File: config.mk
export PLATFORM = sky130hd
export DESIGN_NAME = uart_word_tx
export DESIGN_NICKNAME = d
export VERILOG_FILES = /design/src/rtl/uart_word_tx_pkg.sv /design/src/rtl/uart_word_tx_fifo.sv /design/src/rtl/uart_word_tx_baud.sv /design/src/rtl/uart_word_tx_shifter.sv /design/src/rtl/uart_word_tx.sv
export SDC_FILE = /design/constraint.sdc
export NUM_CORES = 1
export LEC_CHECK = 0
export BUFFER_PORTS_ARGS = -buffer_cell sky130_fd_sc_hd__buf_2
export CAP_MARGIN = 20
export CORE_MARGIN = 4
export CORE_UTILIZATION = 61
export CTS_CLUSTER_SIZE = 14
export DETAILED_ROUTE_END_ITERATION = 10
export HOLD_SLACK_MARGIN = 0.06
export PLACE_DENSITY = 0.81
export SKIP_CTS_REPAIR_TIMING = 1
export SYNTH_ARGS = -nofsm -noshare
export SYNTH_HDL_FRONTEND = slang
export SYNTH_SLANG_ARGS = --single-unit
export TNS_END_PERCENT = 100
File: constraint.sdc
create_clock -name clk -period 3.9 [get_ports clk]
set_clock_uncertainty 0.1 [all_clocks]
set_input_delay 0.78 -clock clk [delete_from_list [all_inputs] [get_ports clk]]
set_output_delay 0.78 -clock clk [all_outputs]
set_load 0.02 [all_outputs]
File: src/rtl/uart_word_tx_pkg.sv
// Shared sizes, the queued word type and the frame builder for uart_word_tx.
// Assumes characters of DATA_MIN..DATA_MAX bits and one or two stop bits.
package uart_word_tx_pkg;

    localparam int DATA_MAX = 8;
    localparam int DATA_MIN = 5;
    localparam int SIZE_W   = $clog2(DATA_MAX - DATA_MIN + 1);
    localparam int WORD_MAX = DATA_MAX + 3;
    localparam int LEN_W    = $clog2(WORD_MAX + 1);

    // One queued word: serial bits (bit 0 sent first) and the number of bits to send.
    typedef struct packed {
        logic [WORD_MAX-1:0] bits;
        logic [LEN_W-1:0]    len;
    } tx_word_t;

    // Build a word: 0 start bit at bit 0, data above it, all higher bits 1.
    // The stop bits come from those forced ones. A fill word is all ones.
    function automatic tx_word_t build_word(
        input logic [DATA_MAX-1:0] data,
        input logic [SIZE_W-1:0]   code,
        input logic                two_stop,
        input logic                fill
    );
        tx_word_t    w;
        int unsigned n;
        n      = 32'(DATA_MIN) + 32'(code);
        w.bits = '1;
        if (!fill) begin
            w.bits[0] = 1'b0;
            for (int i = 0; i < DATA_MAX; i++) begin
                if (i < int'(n)) begin
                    w.bits[i+1] = data[i];
                end
            end
        end
        w.len = LEN_W'(n + 32'd2 + 32'(two_stop));
        return w;
    endfunction

endpackage

File: src/rtl/uart_word_tx_fifo.sv
// Word FIFO between the write port and the holding register.
// Assumes the owner never pushes when full and never pops when empty.
module uart_word_tx_fifo #(
    parameter int WIDTH = 16,
    parameter int DEPTH = 8
) (
    input  logic             clk,
    input  logic             rst_n,
    input  logic             push,
    input  logic [WIDTH-1:0] wdata,
    input  logic             pop,
    output logic [WIDTH-1:0] rdata,
    output logic             full,
    output logic             empty
);
    localparam int AW = (DEPTH > 1) ? $clog2(DEPTH) : 1;
    localparam int CW = $clog2(DEPTH + 1);

    logic [WIDTH-1:0] mem [DEPTH];
    logic [AW-1:0]    wr_ptr, rd_ptr;
    logic [CW-1:0]    count;

    function automatic logic [AW-1:0] ptr_next(input logic [AW-1:0] p);
        return (p == AW'(DEPTH - 1)) ? '0 : p + 1'b1;
    endfunction

    assign full  = (count == CW'(DEPTH));
    assign empty = (count == '0);
    assign rdata = mem[rd_ptr];

    // Storage write; contents need no reset.
    always_ff @(posedge clk) begin
        if (push) begin
            mem[wr_ptr] <= wdata;
        end
    end

    // Pointer and occupancy update.
    always_ff @(posedge clk) begin
        if (!rst_n) begin
            wr_ptr <= '0;
            rd_ptr <= '0;
            count  <= '0;
        end else begin
            if (push) wr_ptr <= ptr_next(wr_ptr);
            if (pop)  rd_ptr <= ptr_next(rd_ptr);
            case ({push, pop})
                2'b10:   count <= count + 1'b1;
                2'b01:   count <= count - 1'b1;
                default: count <= count;
            endcase
        end
    end

    assert_no_push_full_R9: assert property (@(posedge clk) disable iff (!rst_n)
        full |-> !push);
    assert_no_pop_empty_R9: assert property (@(posedge clk) disable iff (!rst_n)
        empty |-> !pop);
    assert_count_bound_R9: assert property (@(posedge clk) disable iff (!rst_n)
        count <= CW'(DEPTH));

endmodule

File: src/rtl/uart_word_tx_baud.sv
// Bit-rate counter: while run is high, ticks once every 2*(div+1) clocks.
// Assumes div is held steady while run is high.
module uart_word_tx_baud #(
    parameter int DIV_W = 12
) (
    input  logic             clk,
    input  logic             rst_n,
    input  logic             run,
    input  logic [DIV_W-1:0] div,
    output logic             tick
);
    logic [DIV_W:0] cnt;
    logic [DIV_W:0] last_idx;

    assign last_idx = {div, 1'b1};
    assign tick     = run && (cnt == last_idx);

    // Count clocks within the current bit; restart on each tick or when idle.
    always_ff @(posedge clk) begin
        if (!rst_n) begin
            cnt <= '0;
        end else if (!run || tick) begin
            cnt <= '0;
        end else begin
            cnt <= cnt + 1'b1;
        end
    end

    assert_cnt_range_R4: assert property (@(posedge clk) disable iff (!rst_n)
        run |-> (cnt <= last_idx));

endmodule

File: src/rtl/uart_word_tx_shifter.sv
// Output shift register. It takes a word from the holding register and sends
// it LSB first. A new word loads in the tick that ends the last bit, so words
// run back to back. The line is held high when disabled or idle.
// Assumes the tick comes from a counter that runs only while busy.
module uart_word_tx_shifter
    import uart_word_tx_pkg::*;
(
    input  logic     clk,
    input  logic     rst_n,
    input  logic     en,
    input  logic     tick,
    input  logic     hold_valid,
    input  tx_word_t hold_word,
    output logic     take,
    output logic     busy,
    output logic     underflow_evt,
    output logic     txd
);
    logic [WORD_MAX-1:0] shreg;
    logic [LEN_W-1:0]    left;
    logic                last_bit;

    assign last_bit      = busy && tick && (left == LEN_W'(1));
    assign take          = en && hold_valid && (!busy || last_bit);
    assign underflow_evt = en && last_bit && !hold_valid;
    assign txd           = (en && busy) ? shreg[0] : 1'b1;

    // Load, shift or drop the current word.
    always_ff @(posedge clk) begin
        if (!rst_n) begin
            shreg <= '1;
            left  <= '0;
            busy  <= 1'b0;
        end else if (!en) begin
            shreg <= '1;
            busy  <= 1'b0;
        end else if (take) begin
            shreg <= hold_word.bits;
            left  <= hold_word.len;
            busy  <= 1'b1;
        end else if (last_bit) begin
            shreg <= '1;
            busy  <= 1'b0;
        end else if (busy && tick) begin
            shreg <= {1'b1, shreg[WORD_MAX-1:1]};
            left  <= left - 1'b1;
        end
    end

    assert_disable_stops_R6: assert property (@(posedge clk) disable iff (!rst_n)
        !en |=> !busy);
    assert_bit_held_R4: assert property (@(posedge clk) disable iff (!rst_n)
        (busy && en && !tick) |=> $stable(shreg));

endmodule

File: src/rtl/uart_word_tx.sv
// Top of the framed serial transmitter. It builds words from the write port,
// queues them in the FIFO and a holding register, and feeds the shifter. It
// also keeps the enable and the sticky overflow and underflow flags.
// Assumes en_set and en_clr are single-cycle pulses.
module uart_word_tx
    import uart_word_tx_pkg::*;
#(
    parameter int DEPTH = 8,
    parameter int DIV_W = 12
) (
    input  logic                clk,
    input  logic                rst_n,
    input  logic                en_set,
    input  logic                en_clr,
    input  logic [DIV_W-1:0]    div,
    input  logic                wr_valid,
    input  logic [DATA_MAX-1:0] wr_data,
    input  logic [SIZE_W-1:0]   wr_size,
    input  logic                wr_two_stop,
    input  logic                wr_fill,
    output logic                txd,
    output logic                tx_active,
    output logic                fifo_full,
    output logic                hold_empty,
    output logic                tx_overflow,
    output logic                tx_underflow
);
    localparam int WW = $bits(tx_word_t);

    tx_word_t new_word, fifo_word, hold_word;
    logic     fifo_empty, push, pop, hold_v;
    logic     take, busy, tick, unf_evt, ovf_evt, en_q;

    assign new_word   = build_word(wr_data, wr_size, wr_two_stop, wr_fill);
    assign push       = wr_valid && !fifo_full;
    assign ovf_evt    = wr_valid && fifo_full;
    assign pop        = !fifo_empty && (!hold_v || take);
    assign hold_empty = !hold_v && fifo_empty;
    assign tx_active  = en_q;

    uart_word_tx_fifo #(.WIDTH(WW), .DEPTH(DEPTH)) u_fifo (
        .clk   (clk),
        .rst_n (rst_n),
        .push  (push),
        .wdata (new_word),
        .pop   (pop),
        .rdata (fifo_word),
        .full  (fifo_full),
        .empty (fifo_empty)
    );

    // Holding register: refilled from the FIFO when empty or being taken.
    always_ff @(posedge clk) begin
        if (!rst_n) begin
            hold_v    <= 1'b0;
            hold_word <= '1;
        end else if (pop) begin
            hold_v    <= 1'b1;
            hold_word <= fifo_word;
        end else if (take) begin
            hold_v    <= 1'b0;
        end
    end

    uart_word_tx_baud #(.DIV_W(DIV_W)) u_baud (
        .clk   (clk),
        .rst_n (rst_n),
        .run   (busy),
        .div   (div),
        .tick  (tick)
    );

    uart_word_tx_shifter u_shift (
        .clk           (clk),
        .rst_n         (rst_n),
        .en            (en_q),
        .tick          (tick),
        .hold_valid    (hold_v),
        .hold_word     (hold_word),
        .take          (take),
        .busy          (busy),
        .underflow_evt (unf_evt),
        .txd           (txd)
    );

    // Enable: turn-off requests and errors win over en_set.
    always_ff @(posedge clk) begin
        if (!rst_n) begin
            en_q <= 1'b0;
        end else if (en_clr || ovf_evt || unf_evt) begin
            en_q <= 1'b0;
        end else if (en_set) begin
            en_q <= 1'b1;
        end
    end

    // Sticky error flags: set by events, cleared by en_set.
    always_ff @(posedge clk) begin
        if (!rst_n) begin
            tx_overflow  <= 1'b0;
            tx_underflow <= 1'b0;
        end else begin
            if (ovf_evt)     tx_overflow  <= 1'b1;
            else if (en_set) tx_overflow  <= 1'b0;
            if (unf_evt)     tx_underflow <= 1'b1;
            else if (en_set) tx_underflow <= 1'b0;
        end
    end

    assert_ovf_disables_R10: assert property (@(posedge clk) disable iff (!rst_n)
        (wr_valid && fifo_full) |=> (!tx_active && tx_overflow));
    assert_unf_disables_R11: assert property (@(posedge clk) disable iff (!rst_n)
        $rose(tx_underflow) |-> !tx_active);
    assert_hold_flag_R8: assert property (@(posedge clk) disable iff (!rst_n)
        hold_empty |-> !fifo_full);

endmodule

==> results.yml, run 1 <==
global_routing:
  grt_first_pass_wirelength_um: 22000
  grt_max_degree: 31
  grt-busiest-layer: "met2"
  grtUsageMet2_pct: 38.3
  grt_pass1_vias: 4353
  grt_util_all_layers_pct: 22.3
  use_met1_pct: 27.8
  grt_util_met3_pct: 5.34
  antenna_found_initial: 0
  overflow: 0
synth:
  synth_seq_area_share_pct: 61.0
  synth.distinct_cells: 47
  synth_seq_cells: 158
  synthCells: 514
  avgSynthCellArea_um2: 13.4
  yosys-top-cells-count: "edfxtp_1 (104), dfxtp_1 (54), nor2_1 (45)"
  netlist.area_leader.share_pct: 45.3
  syn-num-nets: 558
  synthTopCellsByArea: "edfxtp_1 (45%), dfxtp_1 (16%), mux4_2 (8.5%), mux2i_1 (4.4%), ha_1 (2.7%)"
  synth_edf_count: 104
  synth-async-reset-ratio_pct: 0
  yosys_warnings: 0
  synth_area_um2: 6890
  yosysMostFrequentCell: "edfxtp_1"
  synthFlopType: "edfxtp_1"
  yosysTopAreaCell: "edfxtp_1"
place:
  io_buffers: 34
  place_congestion: 0.812
  dp_hpwl_um: 8240
  dp.cells: 674
  placed_cell_area_um2: 7260
  pre_cts_ws_ps: 402
die:
  start_util_pct: 63.0
  core_um2: 10900
  io_pins: 35
  dieHeight_um: 114
  std_cell_rows: 38
  die-area_um2: 13100
  die_x_um: 114
cells_and_area:
  area_delta_synth_final_pct: 13.1
  final_util_pct: 71.3
  drive_above_1_share_pct: 22.4
  diodes: 0
  design_area_um2: 7800
  final_nets: 597
  nFillCells: 700
  fin_cells: 706
timing:
  final-hold-violation-count: 0
  final_max_slew_viol_count: 0
  totalNegativeSetupSlack_ps: 0
  fin_crit_sh_pct: 78.4
  worst_slack_ps: 840
  slew_headroom_pct: 34.2
  tightest_slew_ps: 987
  rsz0062_at_grt: "false"
  finalCriticalPeriod_ps: 3060
  timing.hold.ws_ps: 375
  finalSetupViolations: 0
  max_freq_mhz: 327
drt:
  wl_per_cell_um: 19.0
  first_pass_iters: 5
  dr.first_iter.drc_count: 322
  drc: 0
  vias: 4254
  routed_wl_um: 13400
  vias_per_cell: 6.03
  detail-route-antenna-nets: 0
hold_path:
  hold_path.class: "reg2reg"
  worstHoldStart: "tx_underflow"
setup_path:
  critPathRequiredTime_ps: 4150
  cp_slowest_cell: "or4b_4"
  path_common_cell: "xor2_1"
  cp-end-kind: "register"
  start_kind: "primary input"
  slowest_delay_ps: 560
  worstReg2RegStart: "u_baud.cnt[8]"
  crit_chain: "buf_2 > xor2_1 > or4b_4 > nor4_4 > a41oi_2 > inv_1 > ha_1 > xor2_1 > ha_1 > a21oi_1 > xor2_1 > or3_1 > a21oi_1"
  crit_type: "in2reg"
  crit_path_start: "div[7]"
  worstPathMaxFanout: 4
  arrival_ps: 3310
power:
  peakVddDrop_mv: 0.420
  leakage_nw: 2.70
  power.total_mw: 4.46
  cellPowerDensity_nw_per_um2: 572
clock_network:
  cts_buffer_depth: 2
  clk_latency_ps: 430
  cts_tree: "built"
  root_buffer: "clkbuf_16"
  clk_pin_slew_ps: 60
  cts_sinks: 158
  htreeDepth: 4
  cts_buffers: 17
run_status:
  status: "finished, final reports clean"
job:
  drv_cap: 0
==> per-layer routing <==
metal / share of wire [%] / vias to the layer above
met5: 0 / -
met4: 1.7 / 0
met3: 4.2 / 17
met2: 52 / 92
met1: 43 / 2134
li1: - / 2011
==> power by group <==
group / total (mW) / leakage (nW) / switching (mW) / internal [mW]
clock: 1.51 / 0.255 / 0.686 / 0.820
sequential: 2.09 / 1.36 / 0.161 / 1.92
combinational: 0.872 / 1.08 / 0.451 / 0.421
==> sequential cells by signal, summed over array words and instances (netlist names) <==
register	cells
hold_v	1
hold_word	13
tx_active	1
tx_overflow	1
tx_underflow	1
u_baud.cnt	13
u_fifo.count	4
u_fifo.mem	104
u_fifo.rd_ptr	3
u_fifo.wr_ptr	3
u_shift.busy	1
u_shift.left	4
u_shift.shreg	9
==> layout make-up <==
cell class | instances | area (µm²) | area share, %
clock buffer | 17 | 425 | 5.45
clock inverter | 15 | 114 | 1.46
inverter | 14 | 52.6 | 0.674
multi-input combinational | 316 | 2570 | 32.9
sequential | 158 | 4210 | 53.9
tap | 140 | 175 | 2.25
timing repair buffer | 46 | 260 | 3.34
==> placed cells by master (no fill, tap or decap), types with 6 or more instances in the layout <==
cell type | Yosys | layout
mux2i_1 | 30 | 30
clkbuf_16 | 0 | 17
nor2_1 | 45 | 44
mux2_2 | 6 | 6
inv_1 | 14 | 14
mux4_2 | 26 | 26
xnor2_1 | 8 | 8
or3_1 | 10 | 10
o21ai_0 | 6 | 6
o211ai_1 | 18 | 18
dfxtp_1 | 54 | 53
nand3_1 | 7 | 7
ha_1 | 15 | 15
buf_2 | 5 | 34
nor3_1 | 11 | 7
edfxtp_1 | 104 | 104
a21oi_1 | 24 | 24
buf_4 | 1 | 12
xor2_1 | 19 | 19
nand2_1 | 38 | 38
==> logic make-up after synthesis <==
kind of cell | share of synthesized area [%]
buf+inv | 2.32
mux | 13.8
simple gates | 10.7
fa+ha+maj | 2.72
compound gates | 6.06
flops | 61.0
xor+xnor | 3.43
==> path summary, 6_finish.rpt <==
path / endpoint / slack, ps / cells past startpoint
min reg2reg: tx_underflow / 370 / 2
max: u_fifo.count[2] / 840 / 13
min: tx_underflow / 370 / 2
max reg2reg: u_fifo.count[2] / 870 / 12
==> worst max-delay path, delay by kind of cell <==
family,cells,cell delay [ps]
and+or+nand+nor,3,1050
xor gates and xnor gates,3,500
adders and majority gates,2,400
AOI/OAI and AO/OA,3,360
buffers and inverters,2,220
No activity file was read; power rests on OpenSTA's default activity.
==> run 2, diff against run 1 <==
ABC_AREA = 1   (was not set)
clock period = 2.86 ns   (was 3.9 ns; I/O delays follow)
==> results.yml, run 2 <==
run_status:
  status: "finished, final reports clean"
power:
  cellPowerDensity_nw_per_um2: 878
  peakVddDrop_mv: 0.636
  power.total_mw: 6.91
  leakage_nw: 3.20
global_routing:
  grt_pass1_vias: 4913
  overflow: 0
  grt_first_pass_wirelength_um: 23800
  grt_max_degree: 56
  grt_util_all_layers_pct: 23.8
  antenna_found_initial: 0
drt:
  wl_per_cell_um: 16.3
  vias_per_cell: 5.67
  vias: 5071
  wl_met3_um: 825
  wl_met1_um: 5820
  drc: 0
  met2WireLength_um: 7710
  top_layer: "met4"
  detail-route-antenna-nets: 0
  first_pass_iters: 5
  routed_wl_um: 14600
  dr.first_iter.drc_count: 484
synth:
  synth_edf_count: 104
  avgSynthCellArea_um2: 9.91
  synth_area_um2: 6900
  synthTopCellsByArea: "edfxtp_1 (45%), dfxtp_1 (16%), nand2_1 (8.8%), a21oi_1 (4.9%), nand3_1 (3.9%)"
  synth-simple-area-share_pct: 18.9
  synth-async-reset-ratio_pct: 0
  yosysMostFrequentCell: "nand2_1"
  netlist.area_leader.share_pct: 45.3
  synthCells: 696
  synth_top_family_by_area: "simple AND/OR/NAND/NOR gates"
  synth.distinct_cells: 36
  synth_xor_area_share_pct: 1.40
  synth_mux_area_share_pct: 0
  synthFlopType: "edfxtp_1"
  yosys-top-cells-count: "nand2_1 (161), edfxtp_1 (104), a21oi_1 (68)"
  synth_fa_ha_area_share_pct: 2.72
  syn-num-nets: 740
  synth_seq_cells: 158
  synth_compound_area_share_pct: 11.0
  synth_seq_area_share_pct: 60.9
  yosysTopAreaCell: "edfxtp_1"
  yosys_warnings: 0
setup_path:
  worstPathMaxFanout: 6
  cp_num_buf_inv: 1
  cp-end-kind: "register"
  slowest_delay_ps: 450
  critical_path.top_delay_family: "simple AND/OR/NAND/NOR gates"
  cp_slowest_cell: "dfxtp_1"
  crit_chain: "xnor2_1 > nand3_1 > nor2_2 > nand2_2 > o21bai_4 > nand2_2 > nand2_4 > nand2_4 > inv_2 > ha_1 > xnor2_1 > nand3b_1 > a21oi_1 > o21ai_0 > o21ai_0 > a21oi_1"
  arrival_ps: 2840
  crit_type: "reg2reg"
  start_kind: "register"
  critPathRequiredTime_ps: 3080
clock_network:
  clk_pin_slew_ps: 60
  htreeDepth: 4
  cts_tree: "built"
  clk_latency_ps: 430
  root_buffer: "clkbuf_16"
  cts_sinks: 158
  cts_buffers: 17
  cts_buffer_depth: 2
timing:
  finalCriticalPeriod_ps: 2630
  rsz0062_at_grt: "false"
  worst_slack_ps: 232
  final-hold-violation-count: 0
  finalSetupViolations: 0
  final_max_slew_viol_count: 0
  max_freq_mhz: 381
  totalNegativeSetupSlack_ps: 0
  slew_headroom_pct: 43.9
  tightest_slew_ps: 833
  fin_crit_sh_pct: 91.9
cells_and_area:
  final_nets: 786
  largest_reg_flops: 104
  layout_commonest_cell: "nand2_1"
  area_delta_synth_final_pct: 14.1
  diodes: 0
  drive_above_1_share_pct: 16.3
  largest-register: "u_fifo.mem"
  design_area_um2: 7870
  fin_cells: 895
  layout_common_cells: "nand2_1 (161), edfxtp_1 (104), a21oi_1 (68), nand3_1 (54), dfxtp_1 (54)"
  reg_top3: "u_fifo.mem (104), hold_word (13), u_baud.cnt (13)"
place:
  place_congestion: 0.821
  dp.cells: 863
  io_buffers: 34
  placed_cell_area_um2: 7280
  pre_cts_ws_ps: -6.00
  dp_hpwl_um: 9220
die:
  die_x_um: 114
  dieHeight_um: 114
  io_pins: 35
  start_util_pct: 63.1
  core_um2: 10900
  die-area_um2: 13100
  std_cell_rows: 38
job:
  drv_cap: 0
hold_path:
  hold_path.class: "in2reg"
==> run 2: cell types whose count changed after synthesis, sizes merged, moves of 6 or more <==
cell	before	now
or3	10	0
or2	6	22
mux2i	30	0
o21ai	7	22
a21oi	24	69
xor2	19	8
inv	14	57
o211ai	18	0
a221oi	0	26
nand3	7	54
mux2	6	0
nor3	11	3
mux4	26	0
nand2	38	166
==> run 2: cells by family after synthesis <==
family | after synthesis
compound gates | 125
xor+xnor | 11
fa+ha+maj | 15
buf+inv | 87
flops | 158
simple gates | 300
==> run 2: per-layer routing <==
layer,track usage [%],up-vias
met4,8.87,0
met3,5.60,21
met2,43.0,150
met1,27.3,2408
li1,-,2492
met5,0,-
==> run 2: path summary, 6_finish.rpt <==
| path | startpoint | to | slack, ps | cells after the start |
|---|---|---|---|---|
| setup / recovery | u_baud.cnt[8] | u_fifo.count[3] | 230 | 16 |
| hold / removal | en_clr | tx_active | 320 | 3 |
| setup reg to reg | u_baud.cnt[8] | u_fifo.count[3] | 230 | 16 |
| hold reg to reg | hold_word[9] | hold_word[9] | 360 | 2 |
==> run 2: area by class of cell <==
cell class | count | area, µm²
clock buffer | 18 | 429
clock inverter | 14 | 155
fill | 771 | 3070
inverter | 60 | 225
multi-input combinational | 451 | 2360
sequential | 158 | 4200
tap | 140 | 175
timing repair buffer | 54 | 320
==> run 2: power by group <==
group / switching, mW / total, mW / internal [mW]
sequential: 0.109 / 2.77 / 2.66
clock: 0.931 / 2.23 / 1.30
combinational: 1.21 / 1.91 / 0.699
==> run 2: worst register-to-register path, stage by stage, from the launching register on <==
cell and delay, ps:
dfxtp_1 450, xnor2_1 160, nand3_1 100, nor2_2 170
nand2_2 110, o21bai_4 130, nand2_2 90, nand2_4 70
nand2_4 50, inv_2 50, ha_1 230, xnor2_1 120
nand3b_1 190, a21oi_1 120, o21ai_0 120, o21ai_0 190
a21oi_1 60
==> run 2: stage by stage <==
stage	hold slack [ps]	util, %
floorplan	324	-
global placement	333	66.5
detailed placement	343	66.5
CTS	307	71.9
global route	321	72.0
finish	319	72.0
==> run 3, diff against run 2 <==
CORE_UTILIZATION = 55   (was 61)
PLACE_DENSITY = 0.78   (was 0.81)
clock period = 2.2 ns   (was 2.86 ns; I/O delays follow)
==> results.yml, run 3 (same netlist as run 2, synthesis figures left out) <==
run_status:
  status: "complete, but fails checks"
  violations: "setup timing"
power:
  cellPowerDensity_nw_per_um2: 1100
  combPwrFrac_pct: 30.8
  peakVddDrop_mv: 0.715
  leakage_nw: 3.38
  power.switching_mw: 2.98
  pwr-share-clk_pct: 29.8
  seqPwrFrac_pct: 39.4
  power.internal_mw: 6.15
  p_sw_share_pct: 32.7
cells_and_area:
  layout_common_cells: "nand2_1 (153), edfxtp_1 (104), a21oi_1 (67), buf_4 (54), nand3_1 (52)"
  largest-register: "u_fifo.mem"
  reg_top3: "u_fifo.mem (104), hold_word (13), u_baud.cnt (13)"
  largest_reg_flops: 104
  final_nets: 823
  drive_above_1_share_pct: 23.4
  layout_commonest_cell: "nand2_1"
  diodes: 0
  design_area_um2: 8280
  area_delta_synth_final_pct: 20.0
job:
  drv_cap: 0
drt:
  wl_per_cell_um: 15.8
  drc: 0
  detail-route-antenna-nets: 0
  vias_per_cell: 5.50
  dr.first_iter.drc_count: 472
  vias: 5283
  routed_wl_um: 15200
  first_pass_iters: 6
setup_path:
  arrival_ps: 2630
  start_kind: "register"
  crit_type: "reg2reg"
  rr_worst_depth: 19
  critPathRequiredTime_ps: 2420
  reg2reg_slack_ps: -210
  reg2reg_to: "u_fifo.count[3]"
  worstPathMaxFanout: 3
  worstReg2RegStart: "u_baud.cnt[6]"
  cp-end-kind: "register"
hold_path:
  hold_path.class: "in2reg"
  holdPathEnd: "tx_active"
  worstHoldStart: "en_clr"
  min_path_cells: 3
timing:
  worst_slack_ps: -210
  tightest_slew_ps: 749
  finalSetupViolations: 5
  fin_crit_sh_pct: 110
  finalCriticalPeriod_ps: 2410
  final_max_slew_viol_count: 0
  slew_headroom_pct: 49.6
  final-hold-violation-count: 0
  rsz0062_at_grt: "true"
  max_freq_mhz: 415
place:
  io_buffers: 34
  dp_hpwl_um: 9540
  placed_cell_area_um2: 7620
  place_congestion: 0.821
  pre_cts_ws_ps: -460
clock_network:
  cts_buffers: 17
  htreeDepth: 4
  clk_latency_ps: 430
  cts_tree: "built"
  clk_pin_slew_ps: 60
  cts_buffer_depth: 2
  cts_sinks: 158
  root_buffer: "clkbuf_16"
global_routing:
  overflow: 0
  grt_max_degree: 37
  grt_first_pass_wirelength_um: 24800
  antenna_found_initial: 0
  grt_util_all_layers_pct: 21.9
  grt_pass1_vias: 5189
die:
  core_um2: 12200
  die-area_um2: 14400
  die_x_um: 120
  dieHeight_um: 120
  io_pins: 35
  std_cell_rows: 40
  start_util_pct: 56.7
-- run 3: cell count changes in the layout (fill, tap and decap cells not counted), moves of 3 or more --
cell,before,now
nand2_2,3,9
inv_1,52,47
o21ai_1,0,4
o21ai_0,22,18
ha_1,15,12
dfxtp_1,54,49
inv_6,5,2
buf_4,20,54
nand2_1,161,153
dfxtp_2,0,5
-- run 3: area by class of cell --
class                   instances  area (µm²)
clock buffers                  19         433
clock inverters                13         116
fillers                       848        3890
inverters                      60         246
multi-input cells             451        2440
flip-flops and latches        158        4210
well taps                     168         210
repair buffers                 91         618
-- run 3: worst max-delay path, stage by stage, from the launching register on --
cell and delay, ps:
dfxtp_2 350, inv_2 40, nand2_2 60, nand2_2 60, nor2_2 100, nand2_1 60
nor2_2 140, nand2_2 90, o21bai_4 140, nand2_2 90, nand2_4 80, nand2_4 50
inv_4 60, ha_4 150, xor2_2 150, nand3b_1 120, a21oi_1 140, o21ai_1 110
o21ai_1 160, a21oi_1 50
-- run 3: worst max path at each step --
stage,from,to,cells after the start,slack (ps)
2_1_floorplan,div[4],u_fifo.count[2],19,-310
3_3_place_gp,div[6],u_fifo.count[2],20,-350
3_5_place_dp,div[6],u_fifo.count[3],20,-460
4_1_cts,u_baud.cnt[4],u_fifo.count[3],19,-290
5_1_grt,u_baud.cnt[6],u_fifo.count[3],19,-400
6_report,u_baud.cnt[6],u_fifo.count[3],19,-210
-- run 3: power by group through the flow --
stage          Clock (mW)  Combinational (mW)  Sequential [mW]
2_1_floorplan           0                1.86             3.63
3_3_place_gp            0                2.48             3.64
3_5_place_dp            0                2.61             3.65
4_1_cts              2.74                2.64             3.59
5_1_grt              2.90                3.14             3.62
6_report             2.72                2.82             3.59
-- run 3: metal layers --
| layer | track usage, % | vias to the layer above | routed length, µm |
|---|---|---|---|
| met5 | 0 | - | 0 |
| met4 | 9.66 | 0 | 320 |
| met3 | 5.14 | 32 | 905 |
| met2 | 37.4 | 184 | 7770 |
| met1 | 26.4 | 2505 | 6200 |
| li1 | - | 2562 | - |
-- run 3: per-stage QoR --
stage	utilization [%]	cells	setup TNS, ps	hold slack [ps]	power, mW
6_report	68.0	960	-541	173	9.13
5_1_grt	68.0	960	-1430	177	9.65
4_1_cts	67.2	955	-986	164	8.97
3_5_place_dp	62.7	923	-1810	339	6.26
3_3_place_gp	62.7	923	-1250	334	6.12
2_1_floorplan	-	696	-832	324	5.49
